`src/rtl/adc_trig_pkg.sv`:
```
`timescale 1ns/1ps
package adc_trig_pkg;

  // Sequencer states
  typedef enum logic [1:0] {
    ST_OFF   = 2'd0,
    ST_ARMED = 2'd1,
    ST_RUN   = 2'd2
  } seq_state_t;

  // Pin edge modes
  typedef enum logic [1:0] {
    EDGE_NONE = 2'b00,
    EDGE_FALL = 2'b01,
    EDGE_RISE = 2'b10,
    EDGE_BOTH = 2'b11
  } edge_mode_t;

  // Any non-zero speed code selects the short conversion
  function automatic logic speed_is_fast(input logic [1:0] code);
    return code != 2'b00;
  endfunction

endpackage

```
`src/rtl/adc_trig_edge.sv`:
```
`timescale 1ns/1ps
module adc_trig_edge
  import adc_trig_pkg::*;
#(
  parameter int SYNC_STAGES = 2
) (
  input  logic       clk,
  input  logic       rst_n,
  input  logic       pin,
  input  logic [1:0] edge_sel,
  output logic       hit
);

  logic [SYNC_STAGES-1:0] sync_q;
  logic                   prev_q;
  logic                   lvl;
  logic                   rise;
  logic                   fall;

  // Synchronizer chain
  genvar gi;
  generate
    for (gi = 0; gi < SYNC_STAGES; gi++) begin : g_sync
      if (gi == 0) begin : g_first
        always_ff @(posedge clk or negedge rst_n) begin
          if (!rst_n) sync_q[gi] <= 1'b0;
          else        sync_q[gi] <= pin;
        end
      end else begin : g_next
        always_ff @(posedge clk or negedge rst_n) begin
          if (!rst_n) sync_q[gi] <= 1'b0;
          else        sync_q[gi] <= sync_q[gi-1];
        end
      end
    end
  endgenerate

  assign lvl = sync_q[SYNC_STAGES-1];

  always_ff @(posedge clk or negedge rst_n) begin
    if (!rst_n) prev_q <= 1'b0;
    else        prev_q <= lvl;
  end

  assign rise = lvl & ~prev_q;
  assign fall = ~lvl & prev_q;

  always_comb begin
    unique case (edge_mode_t'(edge_sel))
      EDGE_NONE: hit = 1'b0;
      EDGE_FALL: hit = fall;
      EDGE_RISE: hit = rise;
      EDGE_BOTH: hit = rise | fall;
      default:   hit = 1'b0;
    endcase
  end

endmodule

```
`src/rtl/adc_trig_timer.sv`:
```
`timescale 1ns/1ps
module adc_trig_timer #(
  parameter int NORM_CYCLES = 16,
  parameter int FAST_CYCLES = 8
) (
  input  logic clk,
  input  logic rst_n,
  input  logic load,      // begin or restart a conversion
  input  logic fast_in,   // speed to latch at load
  input  logic run,       // conversion in progress
  output logic last,      // final cycle of the conversion
  output logic cur_fast   // speed latched for this conversion
);

  localparam int MAX_CYC = (NORM_CYCLES > FAST_CYCLES) ? NORM_CYCLES : FAST_CYCLES;
  localparam int CW      = $clog2(MAX_CYC + 1);
  localparam logic [CW-1:0] NORM_LAST = CW'(NORM_CYCLES - 1);
  localparam logic [CW-1:0] FAST_LAST = CW'(FAST_CYCLES - 1);

  logic [CW-1:0] cnt_q, cnt_d;
  logic          fast_q, fast_d;
  logic          cnt_en;

  assign cnt_en = load | run;

  always_comb begin
    cnt_d  = cnt_q;
    fast_d = fast_q;
    if (load) begin
      cnt_d  = '0;
      fast_d = fast_in;
    end else if (run) begin
      cnt_d  = cnt_q + CW'(1);
    end
  end

  always_ff @(posedge clk or negedge rst_n) begin
    if (!rst_n) begin
      cnt_q  <= '0;
      fast_q <= 1'b0;
    end else if (cnt_en) begin
      cnt_q  <= cnt_d;
      fast_q <= fast_d;
    end
  end

  assign last     = cnt_q == (fast_q ? FAST_LAST : NORM_LAST);
  assign cur_fast = fast_q;

endmodule

```
`src/rtl/adc_trig_seq.sv`:
```
`timescale 1ns/1ps
module adc_trig_seq
  import adc_trig_pkg::*;
(
  input  logic clk,
  input  logic rst_n,
  input  logic enable,
  input  logic hw_sel,
  input  logic trig_evt,   // already qualified by source and edge
  input  logic cfg_wr,
  input  logic last,
  input  logic cur_fast,
  output logic tmr_load,
  output logic tmr_run,
  output logic err_set,
  output logic busy,
  output logic start_pulse,
  output logic done_pulse
);

  seq_state_t state_q, state_d;
  logic       start_q, start_d;
  logic       done_q, done_d;

  // Next-state logic
  always_comb begin
    state_d  = state_q;
    start_d  = 1'b0;
    done_d   = 1'b0;
    tmr_load = 1'b0;
    err_set  = 1'b0;
    if (!enable) begin
      state_d = ST_OFF;
    end else begin
      unique case (state_q)
        ST_OFF: begin
          if (hw_sel) begin
            state_d = ST_ARMED;
          end else begin
            state_d  = ST_RUN;
            tmr_load = 1'b1;
            start_d  = 1'b1;
          end
        end
        ST_ARMED: begin
          if (!hw_sel || trig_evt) begin
            state_d  = ST_RUN;
            tmr_load = 1'b1;
            start_d  = 1'b1;
          end
        end
        ST_RUN: begin
          if (cur_fast) begin
            if (trig_evt) begin
              tmr_load = 1'b1;
              start_d  = 1'b1;
            end else if (cfg_wr) begin
              if (hw_sel) begin
                state_d = ST_ARMED;
              end else begin
                tmr_load = 1'b1;
                start_d  = 1'b1;
              end
            end else if (last) begin
              done_d = 1'b1;
              if (hw_sel) begin
                state_d = ST_ARMED;
              end else begin
                tmr_load = 1'b1;
                start_d  = 1'b1;
              end
            end
          end else begin
            err_set = trig_evt | cfg_wr;
            if (last) begin
              done_d = 1'b1;
              if (hw_sel) begin
                state_d = ST_ARMED;
              end else begin
                tmr_load = 1'b1;
                start_d  = 1'b1;
              end
            end
          end
        end
        default: state_d = ST_OFF;
      endcase
    end
  end

  // State registers
  always_ff @(posedge clk or negedge rst_n) begin
    if (!rst_n) begin
      state_q <= ST_OFF;
      start_q <= 1'b0;
      done_q  <= 1'b0;
    end else begin
      state_q <= state_d;
      start_q <= start_d;
      done_q  <= done_d;
    end
  end

  assign tmr_run     = (state_q == ST_RUN);
  assign busy        = (state_q == ST_RUN);
  assign start_pulse = start_q;
  assign done_pulse  = done_q;

endmodule

```
`src/rtl/adc_trig_ctrl.sv`:
```
`timescale 1ns/1ps
module adc_trig_ctrl
  import adc_trig_pkg::*;
#(
  parameter int NORM_CYCLES = 16,
  parameter int FAST_CYCLES = 8,
  parameter int SYNC_STAGES = 2
) (
  input  logic       clk,
  input  logic       rst_n,
  input  logic       enable,
  input  logic       hw_sel,
  input  logic       tmr_sel,
  input  logic [1:0] speed_mode,
  input  logic [1:0] edge_sel,
  input  logic       ext_trig,
  input  logic       timer_evt,
  input  logic       cfg_wr,
  input  logic       err_clr,
  output logic       busy,
  output logic       start_pulse,
  output logic       done_pulse,
  output logic       proto_err
);

  logic ext_hit;
  logic trig_evt;
  logic tmr_load;
  logic tmr_run;
  logic tmr_last;
  logic cur_fast;
  logic err_set;
  logic err_q, err_d;

  adc_trig_edge #(
    .SYNC_STAGES (SYNC_STAGES)
  ) u_edge (
    .clk      (clk),
    .rst_n    (rst_n),
    .pin      (ext_trig),
    .edge_sel (edge_sel),
    .hit      (ext_hit)
  );

  // Only the selected hardware source counts as a trigger
  assign trig_evt = enable & hw_sel & (tmr_sel ? timer_evt : ext_hit);

  adc_trig_timer #(
    .NORM_CYCLES (NORM_CYCLES),
    .FAST_CYCLES (FAST_CYCLES)
  ) u_timer (
    .clk      (clk),
    .rst_n    (rst_n),
    .load     (tmr_load),
    .fast_in  (speed_is_fast(speed_mode)),
    .run      (tmr_run),
    .last     (tmr_last),
    .cur_fast (cur_fast)
  );

  adc_trig_seq u_seq (
    .clk         (clk),
    .rst_n       (rst_n),
    .enable      (enable),
    .hw_sel      (hw_sel),
    .trig_evt    (trig_evt),
    .cfg_wr      (cfg_wr),
    .last        (tmr_last),
    .cur_fast    (cur_fast),
    .tmr_load    (tmr_load),
    .tmr_run     (tmr_run),
    .err_set     (err_set),
    .busy        (busy),
    .start_pulse (start_pulse),
    .done_pulse  (done_pulse)
  );

  // Sticky error: a new violation wins over a clear in the same cycle
  always_comb begin
    err_d = err_q;
    if (err_set)      err_d = 1'b1;
    else if (err_clr) err_d = 1'b0;
  end

  always_ff @(posedge clk or negedge rst_n) begin
    if (!rst_n) err_q <= 1'b0;
    else        err_q <= err_d;
  end

  assign proto_err = err_q;

endmodule

```
`config.mk`:
```
export PLATFORM = sky130hd
export DESIGN_NAME = adc_trig_ctrl
export DESIGN_NICKNAME = d
export VERILOG_FILES = /design/src/rtl/adc_trig_pkg.sv /design/src/rtl/adc_trig_edge.sv /design/src/rtl/adc_trig_timer.sv /design/src/rtl/adc_trig_seq.sv /design/src/rtl/adc_trig_ctrl.sv
export SDC_FILE = /design/constraint.sdc
export NUM_CORES = 1
export LEC_CHECK = 0
export BUFFER_PORTS_ARGS = -buffer_cell sky130_fd_sc_hd__buf_4
export CAP_MARGIN = 20
export CORE_UTILIZATION = 56
export CTS_BUF_LIST = sky130_fd_sc_hd__clkbuf_8
export CTS_CLUSTER_SIZE = 14
export DETAILED_ROUTE_END_ITERATION = 10
export PLACE_DENSITY = 0.81
export SLEW_MARGIN = 20
export SYNTH_ARGS = -nofsm -noshare
export SYNTH_HDL_FRONTEND = slang
export SYNTH_SLANG_ARGS = --single-unit
```
`constraint.sdc`:
```
create_clock -name clk -period 2.1 [get_ports clk]
set_input_delay 0.42 -clock clk [delete_from_list [all_inputs] [get_ports clk]]
set_output_delay 0.42 -clock clk [all_outputs]
set_load 0.005 [all_outputs]
```
==> flow_summary_export.csv, run 1 <==
group,metric,value,unit
worst_setup_path,cp.arrival,1.83,ns
logic_synthesis,yosysWarnings,0,
cts,path_clk_slew,0.05,ns
cts,clockBufferDepth,2,
timing,drv_slew,0,
route,drt_first_pass_iters,4,
layout,insertedDiodeCount,0,
logic_synthesis,synth-seq-cells,14,
timing,fin_tns_setup,0,ns
route,via_count,706,
logic_synthesis,ys.flop_type,"dfrtp_1",
power,power.net_switching,0.000263,W
global_route,grt_pass1_wl,2390,um
cts,tritoncts,"done",
global_route,antenna_found_initial,0,
logic_synthesis,syn_nets,101,
cts,cts_max_level,1,
route,wl,1730,um
cts,cts_resized,0,
power,p_clk_frac,0.262,
cts,cts.root.buffer_cell,"clkbuf_8",
floorplanning,start_util,0.630,
hold_path,hold_path_class,"input pin to asynchronous set/reset pin",
status,run_status,"completed",
timing,worst_pin_slew,0.617,ns
route,antenna_left,0,
global_route,grt-ovfl-total,0,
timing,setup_viol,0,
route,viasPerCell,6.03,
logic_synthesis,ys_types,34,
logic_synthesis,yosysTopAreaCell,"dfrtp_1",
timing,period_share,0.822,
global_route,grt_max_degree,15,
cts,cts_setup_buffers,0,
worst_setup_path,critical_path_class,"register to register",
timing,hold_viol_final,0,
cts,clock_latency,0.24,ns
worst_setup_path,endpoint_kind,"register",
logic_synthesis,yosysTopAreaCellShare,0.407,
power,p_leak,0.478,nW
placement,gp_congestion,0.785,
global_route,grt.total_usage,0.230,
timing,fmax,579,MHz
logic_synthesis,synthTopCellsByArea,"dfrtp_1 (41%), ha_1 (4.4%), a21oi_1 (4.1%)",
placement,numPortBuffers,16,
timing,rsz0062_at_grt,"no",
floorplanning,die_h,41.2,um
logic_synthesis,syn_inst,85,
floorplanning,io-pin-count,17,
power,seqPwrFrac,0.457,
placement,placed_cell_area,981,sq um
timing,max_slew_margin,0.589,
route,routedWlPerCell,14.8,um
logic_synthesis,async_flop_share,1.00,
power,peakVddDrop,627,uV
power,switching_share,0.322,
logic_synthesis,ys_seq_area_frac,0.407,
timing,fin_skew,0.00299,ns
worst_setup_path,r2r-start,"u_edge.lvl$_DFF_PN0_",
power,internal-power,0.000555,W
power,power_frac_comb,0.281,
floorplanning,core,1370,sq um
worst_setup_path,cp-startpoint,"u_edge.lvl$_DFF_PN0_",
logic_synthesis,yosysMostFrequentCell,"dfrtp_1",
layout,area_growth,18.7,%
route,drt_iter0_markers,29,
timing,holdWs,0.0114,ns
worst_setup_path,start_kind,"register",
cts,postCtsHoldBufs,0,
logic_synthesis,netlist_area,861,sq um
logic_synthesis,synth-edff-count,0,
power,p_per_area,801,nW/um^2
logic_synthesis,avgSynthCellArea,10.1,sq um
layout,fin_nets,120,
floorplanning,die-area,1700,sq um
cts,clock_sinks,14,
route,remaining_drc_errors,0,
floorplanning,rows,13,
placement,post-dp-hpwl,1290,um
job,cap_violations,0,
worst_setup_path,required,2.20,ns
layout,post-route-cell-area,1020,sq um
worst_setup_path,cp_max_fo,7,
floorplanning,fp.dieW,41.2,um
logic_synthesis,ys_top_cells_by_count,"dfrtp_1 (14), nand2_1 (8), a21oi_1 (7)",
cts,cts_buffers,3,
layout,drive_above_1_share,0.255,
timing,min_period,1.73,ns
layout,fillers,106,
global_route,grt_pass1_vias,544,
-- cell type report --
cell class,count,area (sq um),share of cell area
Sequential cell,14,350,0.343
Clock buffer,3,41.3,0.0404
Tap cell,15,18.8,0.0184
Inverter,5,18.8,0.0184
Timing Repair Buffer,17,128,0.125
Multi-Input combinational cell,63,465,0.455
-- power by group through the flow --
stage	sequential (W)	clock (W)	combinational, W
6_report	0.000374	0.000214	0.000230
5_1_grt	0.000381	0.000224	0.000261
4_1_cts	0.000372	0.000219	0.000231
3_5_place_dp	0.000377	0	0.000229
3_3_place_gp	0.000373	0	0.000215
2_1_floorplan	0.000354	0	0.000181
-- worst paths after layout --
kind	end	slack (ns)	depth (start not counted)
worst max-delay path	u_timer.cur_fast$_DFFE_PN0P_	0.37	7
worst min-delay path	u_timer.cnt_q[4]$_DFFE_PN0P_	0.01	1
worst max register to register	u_timer.cur_fast$_DFFE_PN0P_	0.37	7
min in group clk	u_edge.sync_q[0]$_DFF_PN0_	0.28	1
max in group asynchronous	u_seq.state_q[0]$_DFFE_PN0P_	1.92	1
worst min register to register	u_edge.lvl$_DFF_PN0_	0.34	0
-- state kept, by name, summed over array words and instances, names as in the netlist --
signal             flops
u_timer.cnt_q          5
u_seq.state_q          2
proto_err              1
u_edge.lvl             1
u_edge.prev_q          1
u_edge.sync_q          1
u_seq.done_pulse       1
u_seq.start_pulse      1
u_timer.cur_fast       1
-- worst max-delay path: stages (launching register included) --
cell and delay, ns:
dfrtp_1 0.36, inv_1 0.06, ha_1 0.28, nor2b_1 0.18, o21a_1 0.19, o22ai_1 0.10, o21ai_2 0.30, a31oi_1 0.12
-- cells by family after synthesis --
group / synth area share
AND/OR/NAND/NOR: 0.208
XOR/XNOR: 0.0407
multiplexers: 0.0116
flip-flops: 0.407
adder cells (fa/ha/maj): 0.0436
AO/OA/AOI/OAI: 0.237
buffers and inverters: 0.0523
-- metal layers --
metal  GRT usage  up-vias  share of wire
met5           0        -              0
met4      0.0968        0          0.014
met3      0.0707        4          0.068
met2       0.340       26           0.48
met1       0.310      332           0.44
li1            -      344              -
-- placed cells by master, fill, tap and decap left out, drive strengths merged, types with 2 or more instances in the layout --
cell	count
nor2	2
dfrtp	14
a211o	2
o211ai	2
o21a	3
a31oi	3
nand4	3
buf	17
a21oi	7
inv	5
and3	2
nand2	8
ha	3
clkbuf	3
xor2	3
nor2b	3
nand3	3
o21ai	6
nand2b	2
-- through the flow --
| step | setup slack, ns | std cells | power, W | utilization |
|---|---|---|---|---|
| final | 0.374 | 117 | 0.000818 | 0.748 |
| after global placement | 0.431 | 114 | 0.000588 | 0.718 |
| after global routing | 0.211 | 117 | 0.000866 | 0.748 |
| after detailed placement | 0.375 | 114 | 0.000606 | 0.718 |
| after CTS | 0.363 | 117 | 0.000823 | 0.748 |
| after floorplan | 0.548 | 85 | 0.000535 | - |
(Power assumes the default switching activity.)
==> run 2: changes to the inputs <==
==> constraint.sdc (replaced) <==
create_clock -name clk -period 1.7 [get_ports clk]
set_input_delay 0.34 -clock clk [delete_from_list [all_inputs] [get_ports clk]]
set_output_delay 0.34 -clock clk [all_outputs]
set_load 0.005 [all_outputs]
==> run 2 against run 1 <==
Register-to-register slack got worse by 0.37 ns. Combinational power grew 43%. Cell area up 9.2%. Critical path type unchanged. Core utilization grew 6.9 points. Clock skew grew 0.0021 ns.
==> flow_summary_export.csv, run 2 (same netlist as run 1, synthesis figures left out) <==
group,metric,value,unit
worst_setup_path,required,1.83,ns
route,remaining_drc_errors,0,
worst_setup_path,worst_path_largest_cell_delay,0.41,ns
power,peakVddDrop,635,uV
global_route,grt_pass1_wl,2740,um
cts,cts_max_level,1,
layout,insertedDiodeCount,0,
worst_setup_path,critical_path_class,"register to register",
worst_setup_path,cp.arrival,1.82,ns
timing,hold_viol_final,0,
floorplanning,rows,13,
worst_setup_path,slowest_stage,"dfrtp_1",
worst_setup_path,endpoint_kind,"register",
global_route,grt_pass1_vias,638,
worst_setup_path,crit_chain,"inv_1, ha_1, nor2b_4, o21a_1, o211ai_1, a31oi_1, o21a_1",
timing,fmax,591,MHz
placement,numPortBuffers,16,
floorplanning,core,1370,sq um
global_route,grt-ovfl-total,0,
layout,top_regs,"u_timer.cnt_q (5), u_seq.state_q (2)",
placement,gp_congestion,0.799,
placement,post-dp-hpwl,1270,um
timing,fin_skew,0.00511,ns
layout,drive_above_1_share,0.352,
worst_setup_path,cp_max_fo,3,
worst_setup_path,start_kind,"register",
hold_path,hold_path_class,"input pin to register",
global_route,grt_max_degree,15,
cts,cts.root.buffer_cell,"clkbuf_8",
route,drt_iter0_markers,22,
route,routedWlPerCell,17.8,um
cts,cts_setup_buffers,0,
timing,worst_pin_slew,0.597,ns
floorplanning,fp.dieW,41.2,um
layout,most-common-layout-cells,"buf_4 (18), dfrtp_1 (13), nand2_1 (8)",
worst_setup_path,cpMostUsedCell,"o21a_1",
timing,drv_slew,0,
timing,min_period,1.69,ns
floorplanning,die_h,41.2,um
status,run_status,"completed",
job,cap_violations,0,
route,via_count,748,
floorplanning,io-pin-count,17,
route,viasPerCell,6.23,
route,wl,2140,um
worst_setup_path,cp.buffers_inverters,1,
cts,clockBufferDepth,2,
layout,instances_no_fill,120,
global_route,antenna_found_initial,0,
layout,final_common_cell,"buf_4",
power,p_leak,0.509,nW
global_route,grt.total_usage,0.263,
route,drt_first_pass_iters,4,
placement,dp.cells,115,
timing,max_slew_margin,0.602,
cts,clock_latency,0.24,ns
cts,clock_sinks,14,
layout,max_flop_register,"u_timer.cnt_q",
worst_setup_path,critPathTopFamily,"compound AO/OA/AOI/OAI gates",
cts,cts_buffers,3,
floorplanning,start_util,0.630,
floorplanning,die-area,1700,sq um
cts,tritoncts,"done",
layout,area_growth,29.7,%
layout,largest_reg_flops,5,
timing,period_share,0.995,
route,antenna_left,0,
layout,fin_nets,122,
cts,path_clk_slew,0.06,ns
power,p_per_area,999,nW/um^2
timing,setup_viol,0,
power,power,0.00111,W
## run 2: cell types whose count changed in the layout (fill, tap and decap cells not counted), moves of 2 or more
cell | before | now
nor2b_4 | 0 | 2
o21ai_4 | 0 | 2
o21ai_2 | 2 | 0
nor2b_1 | 3 | 0
## run 2: what timing repair did
action	in CTS	in global routing
setup endpoints to repair	4	11
hold buffers	1	0
hold endpoints to repair	14	0
resized for setup	1	14
pin swaps	1	7
## run 2: cell type report
| class | count | area (sq um) |
|---|---|---|
| Multi-Input combinational cell | 63 | 527 |
| Sequential cell | 14 | 352 |
| Fill cell | 91 | 250 |
| Timing Repair Buffer | 19 | 145 |
| Clock buffer | 4 | 55.1 |
| Inverter | 5 | 18.8 |
| Tap cell | 15 | 18.8 |
## run 2: power by group
group	switching (W)	internal, W	total, W	leakage [nW]
clock network	0.000119	0.000205	0.000324	0.0288
registers	0.0000729	0.000390	0.000463	0.177
logic	0.000170	0.000159	0.000329	0.303
total	0.000361	0.000754	0.00111	0.509
## run 2: stage by stage
step	hold slack (ns)	setup WS [ns]	utilization	instance area, sq um	TNS (ns)
after detailed placement	0.199	-0.0159	0.723	988	-0.0159
after global placement	0.195	0.0470	0.723	988	0
after CTS	0.199	0.00843	0.777	1060	0
after floorplan	0.0444	0.148	-	861	0
final	0.203	0.00804	0.817	1120	0
after global routing	0.191	-0.0159	0.817	1120	-0.0252
## run 2: final timing paths
kind / start / endpoint / slack (ns) / cells after the start
worst min-delay path: ext_trig / u_edge.sync_q[0]$_DFF_PN0_ / 0.20 / 1
min in group asynchronous: rst_n / u_timer.cnt_q[0]$_DFFE_PN0P_ / 0.52 / 2
worst min register to register: u_edge.sync_q[0]$_DFF_PN0_ / u_edge.lvl$_DFF_PN0_ / 0.35 / 0
max in group asynchronous: rst_n / u_timer.cur_fast$_DFFE_PN0P_ / 0.99 / 2
worst max-delay path: u_edge.prev_q$_DFF_PN0_ / u_seq.state_q[1]$_DFFE_PN0P_ / 0.008 / 7
worst max register to register: u_edge.prev_q$_DFF_PN0_ / u_seq.state_q[1]$_DFFE_PN0P_ / 0.008 / 7
## run 2: layer usage
layer	part of all wire	up-vias	routed length, um	global-route usage
met5	0	-	0	0
met4	0.021	0	44	0.161
met2	0.51	37	1090	0.387
met3	0.060	6	128	0.0652
li1	-	351	-	-
met1	0.41	354	877	0.343
==> run 3: changes to the inputs <==
--- a/config.mk
+++ b/config.mk
@@ -11,7 +11,8 @@
 export CTS_BUF_LIST = sky130_fd_sc_hd__clkbuf_8
 export CTS_CLUSTER_SIZE = 14
 export DETAILED_ROUTE_END_ITERATION = 10
-export PLACE_DENSITY = 0.81
+export PLACE_DENSITY = 0.89
+export RECOVER_POWER = 50
 export SLEW_MARGIN = 20
 export SYNTH_ARGS = -nofsm -noshare
 export SYNTH_HDL_FRONTEND = slang
==> run 3 against run 2 <==
Core utilization up 0.55 points. First-iteration DRC count decreased by 14%. Via count rose by 4.4%.
==> flow_summary_export.csv, run 3 (same netlist as run 1, synthesis figures left out) <==
group,metric,value,unit
status,run_status,"completed",
power,peakVddDrop,640,uV
timing,min_period,1.66,ns
floorplanning,io-pin-count,17,
hold_path,holdPathStages,1,
layout,most-common-layout-cells,"buf_4 (19), dfrtp_1 (13), nand2_1 (8)",
placement,post-dp-hpwl,1420,um
layout,drive_above_1_share,0.361,
cts,clockBufferDepth,2,
layout,largest_reg_flops,5,
worst_setup_path,cp.arrival,1.84,ns
global_route,grt_pass1_vias,705,
global_route,grt-ovfl-total,0,
cts,cts.root.buffer_cell,"clkbuf_8",
worst_setup_path,reg2reg_to,"u_seq.start_pulse$_DFF_PN0_",
layout,fillers,84,
worst_setup_path,required,1.88,ns
timing,max_slew_margin,0.501,
worst_setup_path,rrSetupSlack,0.04,ns
route,via_count,781,
timing,fmax,602,MHz
layout,area_growth,30.5,%
layout,final_common_cell,"buf_4",
timing,worst_pin_slew,0.749,ns
cts,clock_sinks,14,
worst_setup_path,critical_path_class,"register to register",
floorplanning,start_util,0.630,
layout,max_flop_register,"u_timer.cnt_q",
timing,period_share,0.977,
floorplanning,fp.dieW,41.2,um
route,wl,2190,um
global_route,grt_pass1_wl,2990,um
cts,path_clk_slew,0.06,ns
route,remaining_drc_errors,0,
worst_setup_path,cp_max_fo,7,
worst_setup_path,r2r-start,"u_edge.lvl$_DFF_PN0_",
cts,cts_buffers,3,
placement,gp_congestion,0.793,
global_route,grt.total_usage,0.279,
floorplanning,die-area,1700,sq um
route,viasPerCell,6.35,
job,cap_violations,0,
power,p_per_area,954,nW/um^2
cts,tritoncts,"done",
layout,multi_input_area,518,sq um
global_route,grt_max_degree,15,
placement,numPortBuffers,16,
worst_setup_path,cp-startpoint,"u_edge.lvl$_DFF_PN0_",
timing,hold_viol_final,0,
hold_path,hold_path_class,"input pin to register",
route,antenna_left,0,
timing,drv_slew,0,
floorplanning,rows,13,
worst_setup_path,endpoint_kind,"register",
layout,regArea,352,sq um
timing,fin_tns_setup,0,ns
route,drt_iter0_markers,19,
timing,fin_skew,0.00245,ns
global_route,antenna_found_initial,0,
route,routedWlPerCell,17.8,um
hold_path,min_from,"ext_trig",
worst_setup_path,start_kind,"register",
cts,clock_latency,0.24,ns
worst_setup_path,reg2regPathDepth,8,
route,drt_first_pass_iters,4,
layout,fin_nets,126,
timing,holdWs,0.237,ns
layout,insertedDiodeCount,0,
hold_path,whs_endpoint,"u_edge.sync_q[0]$_DFF_PN0_",
power,p_leak,0.512,nW
layout,top_regs,"u_timer.cnt_q (5), u_seq.state_q (2)",
floorplanning,die_h,41.2,um
cts,cts_max_level,1,
floorplanning,core,1370,sq um
timing,setup_viol,0,
-- run 3: final cells by class --
class	instances	area share
clock buffers	3	0.0367
inverters	5	0.0167
multi-input cells	63	0.461
flip-flops and latches	14	0.313
well taps	15	0.0167
repair buffers	23	0.156
-- run 3: how the worst max path moves through the flow --
stage | slack [ns] | cells after the start | to
floorplan | 0.15 | 7 | u_timer.cur_fast$_DFFE_PN0P_
global placement | 0.04 | 7 | u_timer.cnt_q[2]$_DFFE_PN0P_
detailed placement | -0.07 | 7 | u_timer.cnt_q[2]$_DFFE_PN0P_
CTS | 0.005 | 8 | u_timer.cur_fast$_DFFE_PN0P_
global route | -0.01 | 7 | u_seq.state_q[1]$_DFFE_PN0P_
finish | 0.04 | 8 | u_seq.start_pulse$_DFF_PN0_
-- run 3: critical path: stages, from the launching register on --
cell	delay (ns)
dfrtp_1	0.42
inv_2	0.09
ha_4	0.20
nor2b_4	0.15
o21ai_4	0.10
a211o_1	0.30
o21ai_2	0.07
buf_6	0.14
and2_1	0.13
-- run 3: routing by layer --
layer | track usage | part of all wire
met5 | 0 | 0
met4 | 0.113 | 0.014
met3 | 0.0598 | 0.048
met2 | 0.531 | 0.53
met1 | 0.290 | 0.40
-- run 3: stage by stage --
stage | instances | util | area [sq um] | total power [W] | setup slack (ns)
finish | 123 | 0.822 | 1120 | 0.00107 | 0.0391
floorplan | 85 | - | 861 | 0.000661 | 0.148
detailed placement | 116 | 0.729 | 996 | 0.000760 | -0.0677
global route | 123 | 0.822 | 1120 | 0.00112 | -0.0142
global placement | 116 | 0.729 | 996 | 0.000738 | 0.0373
CTS | 121 | 0.789 | 1080 | 0.00105 | 0.00508
-- run 3: repair_timing --
action | CTS | global route
buffers inserted | 1 | 2
endpoints found under the setup margin | 9 | 12
hold buffers | 1 | 0
gates resized for setup | 7 | 8
endpoints found under the hold margin | 14 | 0
pin swaps | 3 | 7
-- run 3: where the power goes --
part / total, W / switching, W / internal [W]
Sequential: 0.000455 / 0.0000655 / 0.000389
Clock: 0.000265 / 0.000109 / 0.000156
Combinational: 0.000351 / 0.000180 / 0.000172
